**src/rtl/deconv3_pkg.sv**
```systemverilog
package deconv3_pkg;

    localparam int SAMPLE_W = 8;
    localparam int COEF_W   = 10;
    localparam int FRAC_W   = 8;
    localparam int OUT_W    = 10;
    localparam int HIST_N   = 2;
    localparam int ACC_W    = SAMPLE_W + COEF_W + 2;

    typedef enum logic {
        XR_20MHZ = 1'b0,
        XR_40MHZ = 1'b1
    } xrate_e;

    typedef logic signed [COEF_W-1:0] coef_t;

    // weight applied to newest, one-back and two-back sample
    typedef struct packed {
        coef_t cur;
        coef_t prev1;
        coef_t prev2;
    } tapw_t;

    localparam tapw_t W_20MHZ = '{cur: coef_t'(256), prev1: coef_t'(-189), prev2: coef_t'(36)};
    localparam tapw_t W_40MHZ = '{cur: coef_t'(256), prev1: coef_t'(-310), prev2: coef_t'(95)};

    function automatic tapw_t weights_for(xrate_e r);
        return (r == XR_40MHZ) ? W_40MHZ : W_20MHZ;
    endfunction

    function automatic logic signed [ACC_W-1:0] term(logic [SAMPLE_W-1:0] s, coef_t c);
        logic signed [ACC_W-1:0] se;
        logic signed [ACC_W-1:0] ce;
        se = $signed(ACC_W'(s));
        ce = ACC_W'(c);
        return se * ce;
    endfunction

    localparam logic signed [ACC_W-1:0] HALF_LSB = ACC_W'(1 << (FRAC_W - 1));
    localparam logic signed [ACC_W-1:0] OUT_MAX  = ACC_W'((1 << (OUT_W - 1)) - 1);
    localparam logic signed [ACC_W-1:0] OUT_MIN  = ACC_W'(-(1 << (OUT_W - 1)));

    function automatic logic signed [OUT_W-1:0] round_sat(logic signed [ACC_W-1:0] acc);
        logic signed [ACC_W-1:0] r;
        r = (acc + HALF_LSB) >>> FRAC_W;
        if (r > OUT_MAX)      return {1'b0, {(OUT_W-1){1'b1}}};
        else if (r < OUT_MIN) return {1'b1, {(OUT_W-1){1'b0}}};
        else                  return r[OUT_W-1:0];
    endfunction

endpackage

```
**src/rtl/deconv3_window.sv**
```systemverilog
module deconv3_window
    import deconv3_pkg::*;
#(
    parameter int SW    = SAMPLE_W,
    parameter int DEPTH = HIST_N
) (
    input  logic                      clk,
    input  logic                      rst,
    input  logic                      shift_en,
    input  logic                      restart,
    input  logic [SW-1:0]             din,
    output logic [DEPTH-1:0][SW-1:0]  hist,
    output logic                      full
);
    localparam int CNT_W = $clog2(DEPTH + 1);

    logic [SW-1:0]    stage_q [DEPTH];
    logic [CNT_W-1:0] fill_q;

    for (genvar g = 0; g < DEPTH; g++) begin : g_stage
        always_ff @(posedge clk) begin
            if (rst)
                stage_q[g] <= '0;
            else if (shift_en)
                stage_q[g] <= (g == 0) ? din : stage_q[(g == 0) ? 0 : g - 1];
        end
        assign hist[g] = stage_q[g];
    end

    always_ff @(posedge clk) begin
        if (rst)
            fill_q <= '0;
        else if (restart)
            fill_q <= shift_en ? CNT_W'(1) : '0;
        else if (shift_en && !full)
            fill_q <= fill_q + CNT_W'(1);
    end

    assign full = (fill_q == CNT_W'(DEPTH));


    fill_rise_chk: assert property (@(posedge clk) disable iff (rst)
        $rose(full) |-> $past(shift_en));

endmodule

```
**src/rtl/deconv3_coefs.sv**
```systemverilog
module deconv3_coefs
    import deconv3_pkg::*;
(
    input  xrate_e sel,
    output tapw_t  w
);
    assign w = weights_for(sel);
endmodule

```
**src/rtl/deconv3_mac.sv**
```systemverilog
module deconv3_mac
    import deconv3_pkg::*;
(
    input  logic [SAMPLE_W-1:0]             newest,
    input  logic [HIST_N-1:0][SAMPLE_W-1:0] hist,
    input  tapw_t                           w,
    output logic signed [ACC_W-1:0]         acc,
    output logic signed [OUT_W-1:0]         y
);
    always_comb begin
        acc = term(newest, w.cur) + term(hist[0], w.prev1) + term(hist[1], w.prev2);
        y   = round_sat(acc);
    end
endmodule

```
**src/rtl/deconv3_filter.sv**
```systemverilog
module deconv3_filter
    import deconv3_pkg::*;
(
    input  logic                      clk,
    input  logic                      rst,
    input  logic                      xrate_sel,
    input  logic                      in_valid,
    input  logic [SAMPLE_W-1:0]       in_sample,
    output logic                      out_valid,
    output logic signed [OUT_W-1:0]   out_sample
);
    localparam int ACC_BOUND = ((1 << SAMPLE_W) - 1) * 700;

    xrate_e                          rate;
    xrate_e                          rate_q;
    logic                            restart;
    logic                            full;
    logic                            fire;
    logic [HIST_N-1:0][SAMPLE_W-1:0] hist;
    tapw_t                           w;
    logic signed [ACC_W-1:0]         acc;
    logic signed [OUT_W-1:0]         y;

    assign rate    = xrate_e'(xrate_sel);
    assign restart = (rate != rate_q);
    assign fire    = in_valid && full && !restart;

    always_ff @(posedge clk) begin
        if (rst) rate_q <= XR_20MHZ;
        else     rate_q <= rate;
    end

    deconv3_window #(.SW(SAMPLE_W), .DEPTH(HIST_N)) u_window (
        .clk(clk), .rst(rst), .shift_en(in_valid), .restart(restart),
        .din(in_sample), .hist(hist), .full(full)
    );

    deconv3_coefs u_coefs (.sel(rate), .w(w));

    deconv3_mac u_mac (.newest(in_sample), .hist(hist), .w(w), .acc(acc), .y(y));

    always_ff @(posedge clk) begin
        if (rst) begin
            out_valid  <= 1'b0;
            out_sample <= '0;
        end else begin
            out_valid <= fire;
            if (fire) out_sample <= y;
        end
    end


    reset_clear_chk: assert property (@(posedge clk)
        rst |=> (!out_valid && out_sample == '0));


    out_after_in_chk: assert property (@(posedge clk) disable iff (rst)
        out_valid |-> $past(in_valid));


    idle_no_out_chk: assert property (@(posedge clk) disable iff (rst)
        !in_valid |=> !out_valid);


    mode_restart_chk: assert property (@(posedge clk) disable iff (rst)
        !$stable(xrate_sel) |=> !out_valid);


    no_overflow_chk: assert property (@(posedge clk) disable iff (rst)
        in_valid |-> (acc <= ACC_W'(ACC_BOUND) && acc >= ACC_W'(-ACC_BOUND)));

endmodule

```
**config.mk**
```make
export PLATFORM = sky130hd
export DESIGN_NAME = deconv3_filter
export DESIGN_NICKNAME = d
export VERILOG_FILES = /design/src/rtl/deconv3_pkg.sv /design/src/rtl/deconv3_window.sv /design/src/rtl/deconv3_coefs.sv /design/src/rtl/deconv3_mac.sv /design/src/rtl/deconv3_filter.sv
export SDC_FILE = /design/constraint.sdc
export NUM_CORES = 1
export LEC_CHECK = 0
export ABC_AREA = 1
export BUFFER_PORTS_ARGS = -buffer_cell sky130_fd_sc_hd__buf_2
export CAP_MARGIN = 20
export CORE_ASPECT_RATIO = 1.1
export CORE_MARGIN = 2
export CORE_UTILIZATION = 60
export CTS_CLUSTER_DIAMETER = 80
export DETAILED_ROUTE_END_ITERATION = 7
export PLACE_DENSITY = 0.77
export SETUP_SLACK_MARGIN = 0.15
export SLEW_MARGIN = 5
export SYNTH_ARGS = -nofsm -noshare
export SYNTH_HDL_FRONTEND = slang
export SYNTH_SLANG_ARGS = --single-unit
```
**constraint.sdc**
```tcl
create_clock -name clk -period 12.2 [get_ports clk]
set_input_delay 2.44 -clock clk [delete_from_list [all_inputs] [get_ports clk]]
set_output_delay 2.44 -clock clk [all_outputs]
set_load 0.005 [all_outputs]
```
==> metrics.md <==
| Metric | Value |
|---|---|
| Status | finished clean |
| Initial core utilization | 0.617 |
| Final Cycle Share | 0.749 |
| CP Launch Type | input port |
| Synth warn | 0 |
| Worst Skew | 0.00870 ns |
| Slowest stage delay, CP | 0.56 ns |
| Synth Register Bits | 30 |
| Post-CTS resize count | 0 |
| Synth top area share | 0.251 |
| Synth Instances | 882 |
| Biggest area consumer among synthesized cells | ha_1 |
| Area Growth Syn to Fin | 6.43% |
| Vias in the first global route | 5281 |
| Number of flops mapped to enable cells by yosys | 16 |
| Critical path arrival | 9.31 ns |
| # IOs | 23 |
| Std cell rows | 40 |
| Initial antenna violation count | 0 |
| Total CTS buffers | 5 |
| Core Box Area | 10900 µm² |
| Final Wtd Congestion | 0.910 |
| Buffers & Inverters on Critical Path | 9 |
| Die X-Extent | 105 µm |
| Dpl hpwl | 12.5 mm |
| TritonRoute pass-1 iters | 6 |
| Hold crit path type | flop to flop |
| Largest net degree at the start of global routing | 33 |
| Total Wirelength | 14.1 mm |
| Reg clk slew, reported paths | 0.05 ns |
| H-Tree Depth | 2 |
| First-pass GRT wire length | 24.6 mm |
| Cell mode on critical path | nand2_1 |
| Setup violators final | 0 |
| Clock root buffer | clkbuf_16 |
| Primary FF master, synth | edfxtp_1 |
| Die area | 12100 µm² |
| Post-CTS setup buffers | 0 |
| FILL cells | 1010 |
| Vias post-DR | 5297 |
| Final Hold Vio Count | 0 |
| Antenna Violating Nets Remaining | 0 |
| Hold Buf Count CTS | 0 |
| Placed cells | 1048 |
| Grt ovf | 0 |
| First-iteration detailed-routing DRC count | 275 |
| Worst Tran Pin Value | 0.755 ns |
| WL/cell | 13.4 µm |
| Ant diodes | 0 |
| Crit path required time | 12.36 ns |
| Sequential share of the synthesized area | 0.113 |
| FFs w/ async S/R, synth | 0 |
| CTS tree | built |
| Final Max Tran Viols | 0 |
| RSZ-0062 raised after global routing | no |
| CTS Buffer Depth | 2 |
| F_max | 0.109 GHz |
| Sum Neg Setup Slack | 0 ns |
| Syn_area_per_cell | 7.64 µm² |
| Ranking of synthesized cells by area | ha_1, fa_1, inv_1 |
| DR DRC count | 0 |
| Sequential cell area | 761 µm² |
| Slowest cell on the critical path | fa_1 |
| Via/cell ratio | 5.02 |
| Clock Latency Late Sink | 0.28 ns |
| Port Buffers | 22 |
| Most common cell in the netlist | inv_1 |
| Mapped Area | 6740 µm² |
| Top cells by count, synth | inv_1, nand2_1, ha_1 |
| Setup CP Type | input port to flop |
| Worst-path fanout max | 32 |
| Unique masters post-synth | 37 |
| Crit end category | flop |
| Max Cap Viol | 0 |
| Rel. slew slack | 0.495 |
| Critical path's top delay family | adder cells |
| Share of post-route cells with drive strength above 1 | 0.0715 |
| Multi-input logic area | 5070 µm² |
| Layout net count | 1124 |
| Fin cells | 1056 |
| Crit path time final | 9.14 ns |
| Gr usage total | 0.251 |
| Die Y | 115 µm |
| Clock Sinks | 30 |
[kinds of logic after synthesis]
family / Yosys count / synth area share
xor gates and xnor gates: 33 / 0.0429
AOI/OAI and AO/OA: 83 / 0.0741
DFF: 30 / 0.113
and+or+nand+nor: 286 / 0.176
other: 1 / 0.000557
adders and majority gates: 204 / 0.456
buffers and inverters: 245 / 0.137
[stage by stage]
stage | utilization | area (µm²) | hold slack (ns) | worst slack (ns)
floorplan | - | 6760 | 0.494 | 3.93
global placement | 0.643 | 7020 | 0.507 | 3.07
detailed placement | 0.643 | 7020 | 0.517 | 2.81
CTS | 0.657 | 7170 | 0.525 | 3.09
global route | 0.657 | 7170 | 0.572 | 2.59
finish | 0.657 | 7170 | 0.524 | 3.06
[layer usage]
layer,vias up,routed length (µm),track usage
met5,-,0,0
met4,0,203,0.0453
met3,18,504,0.0221
met2,102,6860,0.445
met1,2433,6550,0.339
li1,2744,-,-
[cell usage in the layout, fill, tap and decap left out, drive strengths merged, types with 4 or more instances in the layout]
| cell | netlist | routed |
|---|---|---|
| nand2 | 201 | 201 |
| dfxtp | 14 | 14 |
| a31oi | 4 | 4 |
| o21ai | 21 | 21 |
| inv | 237 | 238 |
| fa | 69 | 69 |
| clkbuf | 7 | 6 |
| nor3 | 9 | 9 |
| a21oi | 45 | 45 |
| xor2 | 21 | 21 |
| buf | 1 | 22 |
| conb | 1 | 6 |
| nor2 | 46 | 46 |
| nand3 | 27 | 27 |
| ha | 135 | 135 |
| edfxtp | 16 | 16 |
| xnor2 | 12 | 12 |
[state kept, by name, summed over array words and instances (netlist names)]
register          cells
out_sample           10
u_window.stage_q     16
u_window.fill_q       2
out_valid             1
rate_q                1
[worst min-delay path, cell delays in order, from the launching register on]
cell and delay [ns]:
dfxtp_1 0.31, a21oi_1 0.12, nor3_1 0.05
[final timing paths]
| kind | end | cells after the start | slack (ns) | startpoint |
|---|---|---|---|---|
| max | out_sample[4] | 37 | 3.06 | xrate_sel |
| min | u_window.fill_q[1] | 2 | 0.52 | u_window.fill_q[1] |
| max reg2reg | out_sample[4] | 36 | 5.40 | u_window.stage_q[1][4] |
| min reg2reg | u_window.fill_q[1] | 2 | 0.52 | u_window.fill_q[1] |
[area by class of cell]
type,count,share of cell area
Clock buffer,6,0.0194
Clock inverter,2,0.00157
Inverter,237,0.125
Multi-Input combinational cell,612,0.707
Sequential cell,30,0.106
Tap cell,147,0.0257
Timing Repair Buffer,22,0.0154
Power is left out: the tool's default activity adds up to more than one toggle a clock period on the data nets, which glitch-free logic cannot reach.
